[src/rtl/pic5_pkg.sv]
package pic5_pkg;

    localparam int NLINE     = 5;
    localparam int IDX_W     = $clog2(NLINE);
    localparam int VEC_W     = 16;
    localparam int MASK_W    = 3;
    localparam int CFG_W     = MASK_W + 1;
    localparam int LINE_CRIT = 4;
    localparam int LINE_EDGE = 3;
    localparam int LINE_MID  = 2;
    localparam int LINE_LO   = 1;
    localparam int LINE_EXT  = 0;

    typedef enum logic [1:0] {
        TRG_LEVEL,
        TRG_EDGE,
        TRG_BOTH
    } trig_e;

    typedef struct packed {
        logic             hit;
        logic [IDX_W-1:0] idx;
    } pick_t;

    function automatic trig_e trig_of(input int line);
        if (line == LINE_CRIT)      return TRG_BOTH;
        else if (line == LINE_EDGE) return TRG_EDGE;
        else                        return TRG_LEVEL;
    endfunction

    function automatic logic [VEC_W-1:0] vec_of(input logic [IDX_W-1:0] idx);
        case (idx)
            IDX_W'(LINE_CRIT): return VEC_W'(16'h0024);
            IDX_W'(LINE_EDGE): return VEC_W'(16'h003C);
            IDX_W'(LINE_MID):  return VEC_W'(16'h0034);
            IDX_W'(LINE_LO):   return VEC_W'(16'h002C);
            default:           return '0;
        endcase
    endfunction

    // Highest index wins: later iterations overwrite earlier ones.
    function automatic pick_t pick_top(input logic [NLINE-1:0] elig);
        pick_t p;
        p = '0;
        for (int i = 0; i < NLINE; i++) begin
            if (elig[i]) begin
                p.hit = 1'b1;
                p.idx = IDX_W'(i);
            end
        end
        return p;
    endfunction

endpackage

[src/rtl/pic5_trig.sv]
module pic5_trig
    import pic5_pkg::*;
#(
    parameter trig_e KIND = TRG_LEVEL
) (
    input  logic clk,
    input  logic rst,
    input  logic req_i,
    input  logic clr_i,
    output logic act_o
);

    logic prev_q;
    logic lat_q;
    logic rise;

    assign rise = req_i & ~prev_q;

    always_ff @(posedge clk) begin
        if (rst) begin
            prev_q <= 1'b0;
            lat_q  <= 1'b0;
        end else begin
            prev_q <= req_i;
            if (rise)
                lat_q <= 1'b1;
            else if (clr_i || (KIND == TRG_BOTH && !req_i))
                lat_q <= 1'b0;
        end
    end

    assign act_o = (KIND == TRG_LEVEL) ? req_i :
                   (KIND == TRG_EDGE)  ? lat_q :
                                         (lat_q & req_i);


    edge_capture_chk: assert property (@(posedge clk) disable iff (rst)
        (rise && KIND != TRG_LEVEL) |=> act_o || !req_i || KIND == TRG_EDGE && act_o);


    both_needs_level_chk: assert property (@(posedge clk) disable iff (rst)
        (KIND == TRG_BOTH && act_o) |-> req_i);

endmodule

[src/rtl/pic5_arb.sv]
module pic5_arb
    import pic5_pkg::*;
(
    input  logic             clk,
    input  logic             rst,
    input  logic [NLINE-1:0] elig_i,
    output pick_t            pick_o,
    output logic [NLINE-1:0] grant_o
);

    assign pick_o = pick_top(elig_i);

    generate
        for (genvar g = 0; g < NLINE; g++) begin : g_grant
            assign grant_o[g] = pick_o.hit && (pick_o.idx == IDX_W'(g));
        end
    endgenerate


    single_grant_chk: assert property (@(posedge clk) disable iff (rst)
        $onehot0(grant_o) && ((|elig_i) == (|grant_o)));


    grant_is_eligible_chk: assert property (@(posedge clk) disable iff (rst)
        (grant_o & ~elig_i) == '0);

endmodule

[src/rtl/pic5_ctrl.sv]
module pic5_ctrl
    import pic5_pkg::*;
(
    input  logic              clk,
    input  logic              rst,
    input  logic [NLINE-1:0]  req_i,
    input  logic              ien_set_i,
    input  logic              ien_clr_i,
    input  logic              mask_wr_i,
    input  logic [CFG_W-1:0]  mask_data_i,
    input  logic              ack_i,
    output logic              int_o,
    output logic [VEC_W-1:0]  vec_o,
    output logic              ext_o,
    output logic              ext_ack_o,
    output logic [NLINE-1:0]  pend_o,
    output logic [MASK_W-1:0] mask_o,
    output logic              ien_o
);

    logic [NLINE-1:0]  act;
    logic [NLINE-1:0]  clr;
    logic [NLINE-1:0]  elig;
    logic [NLINE-1:0]  grant;
    logic [MASK_W-1:0] mask_q;
    logic              ien_q;
    logic              ext_ack_q;
    logic              take;
    pick_t             pick;

    generate
        for (genvar g = 0; g < NLINE; g++) begin : g_line
            assign clr[g] = (take && pick.idx == IDX_W'(g)) ||
                            (g == LINE_EDGE && mask_wr_i && mask_data_i[CFG_W-1]);
            pic5_trig #(.KIND(trig_of(g))) trig_i (
                .clk   (clk),
                .rst   (rst),
                .req_i (req_i[g]),
                .clr_i (clr[g]),
                .act_o (act[g])
            );
        end
    endgenerate

    always_comb begin
        elig[LINE_CRIT] = act[LINE_CRIT];
        elig[LINE_EDGE] = act[LINE_EDGE] & ien_q & ~mask_q[2];
        elig[LINE_MID]  = act[LINE_MID]  & ien_q & ~mask_q[1];
        elig[LINE_LO]   = act[LINE_LO]   & ien_q & ~mask_q[0];
        elig[LINE_EXT]  = act[LINE_EXT]  & ien_q;
    end

    pic5_arb arb_i (
        .clk     (clk),
        .rst     (rst),
        .elig_i  (elig),
        .pick_o  (pick),
        .grant_o (grant)
    );

    assign take = ack_i & pick.hit;

    always_ff @(posedge clk) begin
        if (rst) begin
            ien_q     <= 1'b0;
            mask_q    <= '1;
            ext_ack_q <= 1'b0;
        end else begin
            if (take)           ien_q <= 1'b0;
            else if (ien_clr_i) ien_q <= 1'b0;
            else if (ien_set_i) ien_q <= 1'b1;
            if (mask_wr_i)
                mask_q <= mask_data_i[MASK_W-1:0];
            ext_ack_q <= take && grant[LINE_EXT];
        end
    end

    assign int_o     = pick.hit;
    assign vec_o     = pick.hit ? vec_of(pick.idx) : '0;
    assign ext_o     = grant[LINE_EXT];
    assign ext_ack_o = ext_ack_q;
    assign pend_o    = act;
    assign mask_o    = mask_q;
    assign ien_o     = ien_q;


    crit_wins_chk: assert property (@(posedge clk) disable iff (rst)
        act[LINE_CRIT] |-> (int_o && vec_o == 16'h0024 && !ext_o));


    gate_chk: assert property (@(posedge clk) disable iff (rst)
        (!ien_o && !act[LINE_CRIT]) |-> !int_o);


    ack_drops_ien_chk: assert property (@(posedge clk) disable iff (rst)
        (ack_i && int_o) |=> !ien_o);


    ext_ack_chk: assert property (@(posedge clk) disable iff (rst)
        ext_ack_o |-> $past(ack_i && ext_o));


    mask_hold_chk: assert property (@(posedge clk) disable iff (rst)
        !mask_wr_i |=> $stable(mask_o));


    edge_hold_chk: assert property (@(posedge clk) disable iff (rst)
        (act[LINE_EDGE] && !(ack_i && ext_o == 1'b0 && vec_o == 16'h003C) &&
         !(mask_wr_i && mask_data_i[CFG_W-1])) |=> act[LINE_EDGE]);

endmodule

[config.mk]
export PLATFORM = sky130hd
export DESIGN_NAME = pic5_ctrl
export DESIGN_NICKNAME = d
export VERILOG_FILES = /design/src/rtl/pic5_pkg.sv /design/src/rtl/pic5_trig.sv /design/src/rtl/pic5_arb.sv /design/src/rtl/pic5_ctrl.sv
export SDC_FILE = /design/constraint.sdc
export NUM_CORES = 1
export LEC_CHECK = 0
export ABC_CLOCK_PERIOD_IN_PS = 1500
export BUFFER_PORTS_ARGS = -buffer_cell sky130_fd_sc_hd__buf_2
export CAP_MARGIN = 20
export CORE_MARGIN = 3
export CORE_UTILIZATION = 37
export DETAILED_ROUTE_END_ITERATION = 7
export PLACE_DENSITY = 0.76
export SYNTH_ARGS = -nofsm -noshare
export SYNTH_HDL_FRONTEND = slang
export SYNTH_SLANG_ARGS = --single-unit
[constraint.sdc]
create_clock -name clk -period 1.5 [get_ports clk]
set_input_delay 0.3 -clock clk [delete_from_list [all_inputs] [get_ports clk]]
set_output_delay 0.3 -clock clk [all_outputs]
set_load 0.01 [all_outputs]
==> qor.txt <==
Status -> finished, violations left
Failing checks -> negative setup slack
Synthesized instance count -> 60
Synth warn -> 0
Drt drc -> 0
Synth cell count leaders -> buf_4, dfxtp_1, nand2_1
Layout overhead on the synthesized area -> 31.5%
Post-layout util -> 52.9%
Clk sink count -> 9
Initial Utilization -> 40.2%
Final GP Congestion -> 0.707
Die X -> 44.1 µm
Clk slew on worst S/H paths -> 0.06 ns
HPWL after DPL -> 906 µm
Synth area leaders -> dfxtp_1, buf_4, mux2i_1
Post-synth top flop -> dfxtp_1
Iter 0 DRT Violations -> 8
Count of pins over their slew limit -> 0
IO Count -> 43
Setup slack after layout -> -0.00465 ns
Dpl cell area -> 619 µm²
WL/cell -> 10.3 µm
Critical Path Sink Type -> output pin
H-tree lvl count -> 1
IR drop worst, VDD -> 0.000488 V
Number of global-route vias before repair -> 412
Number of port buffers -> 30
Placement Rows -> 13
Latest clock arrival within the worst-skew pair -> 0.26 ns
# diodes -> 0
Design area -> 706 µm²
# hold bufs at CTS -> 0
Clk buf depth -> 2
Worst Path Required -> 1.20 ns
Clk_skew -> 0.00131 ns
Antenna viol nets, final -> 0
Avg Cell Area, Syn -> 8.95 µm²
Final total power -> 0.570 mW
Asr flop ratio synth -> 0%
Min-delay worst type -> input pin to register
Gr ovfl total -> 0
RSZ-0062 raised after global routing -> yes
Fmax -> 0.665 GHz
Post-synth top area share -> 33.6%
Cell taking the most area after synthesis -> dfxtp_1
CTS tree -> yes
Seq/Total Area, Yosys -> 33.6%
Drt first pass iters -> 2
Crit path DAT -> 1.20 ns
Global Route Usage Sum -> 11.7%
Library cells used by synthesis -> 20
Final hold slack -> 0.207 ns
Core Area -> 1330 µm²
Final setup violation count -> 1
Count leader, synth -> buf_4
Post-Synthesis Cell Area -> 537 µm²
Layout cell share with drive strength beyond 1 -> 53.8%
Fillers -> 142
Largest net degree at the start of global routing -> 6
Pleak -> 0.393 nW
Number of synthesized flops with an enable pin -> 0
Via density -> 4.29
Initial antenna violation count -> 0
Final WL -> 1.11 mm
Final period util -> 100%
Routed via count -> 463
Yosys reg bits -> 9
Final Hold Vio Count -> 0
Crit path max fanout -> 4
Die area -> 1940 µm²
First-pass GRT wire length -> 1.66 mm
Startpoint Class -> register
MaxCap Viol Count -> 0
Crit path kind -> register to output pin
Power per cell area -> 807 nW/µm²
Nets@finish -> 109
Root buf cell -> clkbuf_4
Die height -> 44.1 µm
Period minus WS final -> 1.50 ns
TritonCTS Buffers -> 3
## state kept, by name (all words and copies together) (netlist names)
signal                flops
ext_ack_o                 1
g_line.trig_i.lat_q       1
g_line.trig_i.act_o       1
g_line.trig_i.prev_q      2
ien_o                     1
mask_o                    3
## where the power goes
part | internal [mW] | total [mW] | switching [mW] | leakage (nW)
logic | 0.0574 | 0.122 | 0.0651 | 0.304
registers | 0.253 | 0.261 | 0.00803 | 0.0744
clock network | 0.102 | 0.186 | 0.0837 | 0.0150
## layout by cell type, fill, tap and decap left out, types with 2 or more instances in the layout
cell and n:
dfxtp_2 4, nand2_1 6, inv_1 2, nor2_1 5
conb_1 12, dfxtp_1 4, nor2b_1 3, buf_2 29
mux2i_1 3, clkbuf_4 3, buf_4 6
## through the flow
stage	setup WS (ns)	cells	setup TNS [ns]
after floorplan	0.147	71	0
after global placement	0.117	99	0
after detailed placement	0.0821	99	0
after CTS	-0.0249	107	-0.0249
after global routing	-0.0831	108	-0.209
final	-0.00465	108	-0.00465
## final cells by class
cell class | instances | area (µm²) | share of cell area (%)
clock buffer | 4 | 26.3 | 3.72
inverter | 2 | 7.51 | 1.06
tap | 15 | 18.8 | 2.66
sequential | 9 | 189 | 26.8
timing repair buffer | 36 | 201 | 28.5
multi-input combinational | 42 | 263 | 37.2
## metal layers
metal	routed length (µm)	part of all wire (%)	global-route usage [%]	vias to the layer above
met5	0	0	0	-
met4	25	2.2	10.2	0
met3	115	10	2.85	2
met2	525	47	17.2	26
met1	448	40	14.0	201
li1	-	-	-	234
## final timing paths
path	from	end	slack, ns	depth (start not counted)
worst max-delay path	g_line[3].trig_i.act_o	ext_o	-0.005	5
worst min-delay path	ien_clr_i	ien_o	0.21	2
worst max register to register	ien_o	ien_o	0.26	4
worst min register to register	g_line[4].trig_i.prev_q	g_line[4].trig_i.lat_q	0.41	1
## cells by family after synthesis
kind of cell / share of synthesized area, %
buffers and inverters: 26.6
multiplexers: 5.59
other: 0.699
AND/OR/NAND/NOR: 23.5
AO/OA/AOI/OAI: 10.0
flip-flops: 33.6
## worst max-delay path, stage by stage, from the launching register on
cell	delay [ns]
dfxtp_2	0.32
nor2b_4	0.13
o21ai_4	0.15
nand3_2	0.12
nor2_1	0.10
buf_2	0.13
## repair_timing
action,CTS,global route
pin swaps,6,4
buffers inserted,4,1
cloned,0,0
endpoints found under the hold margin,0,0
setup endpoints to repair,5,3
gates resized for setup,8,1
No activity file was read; power rests on OpenSTA's default activity.
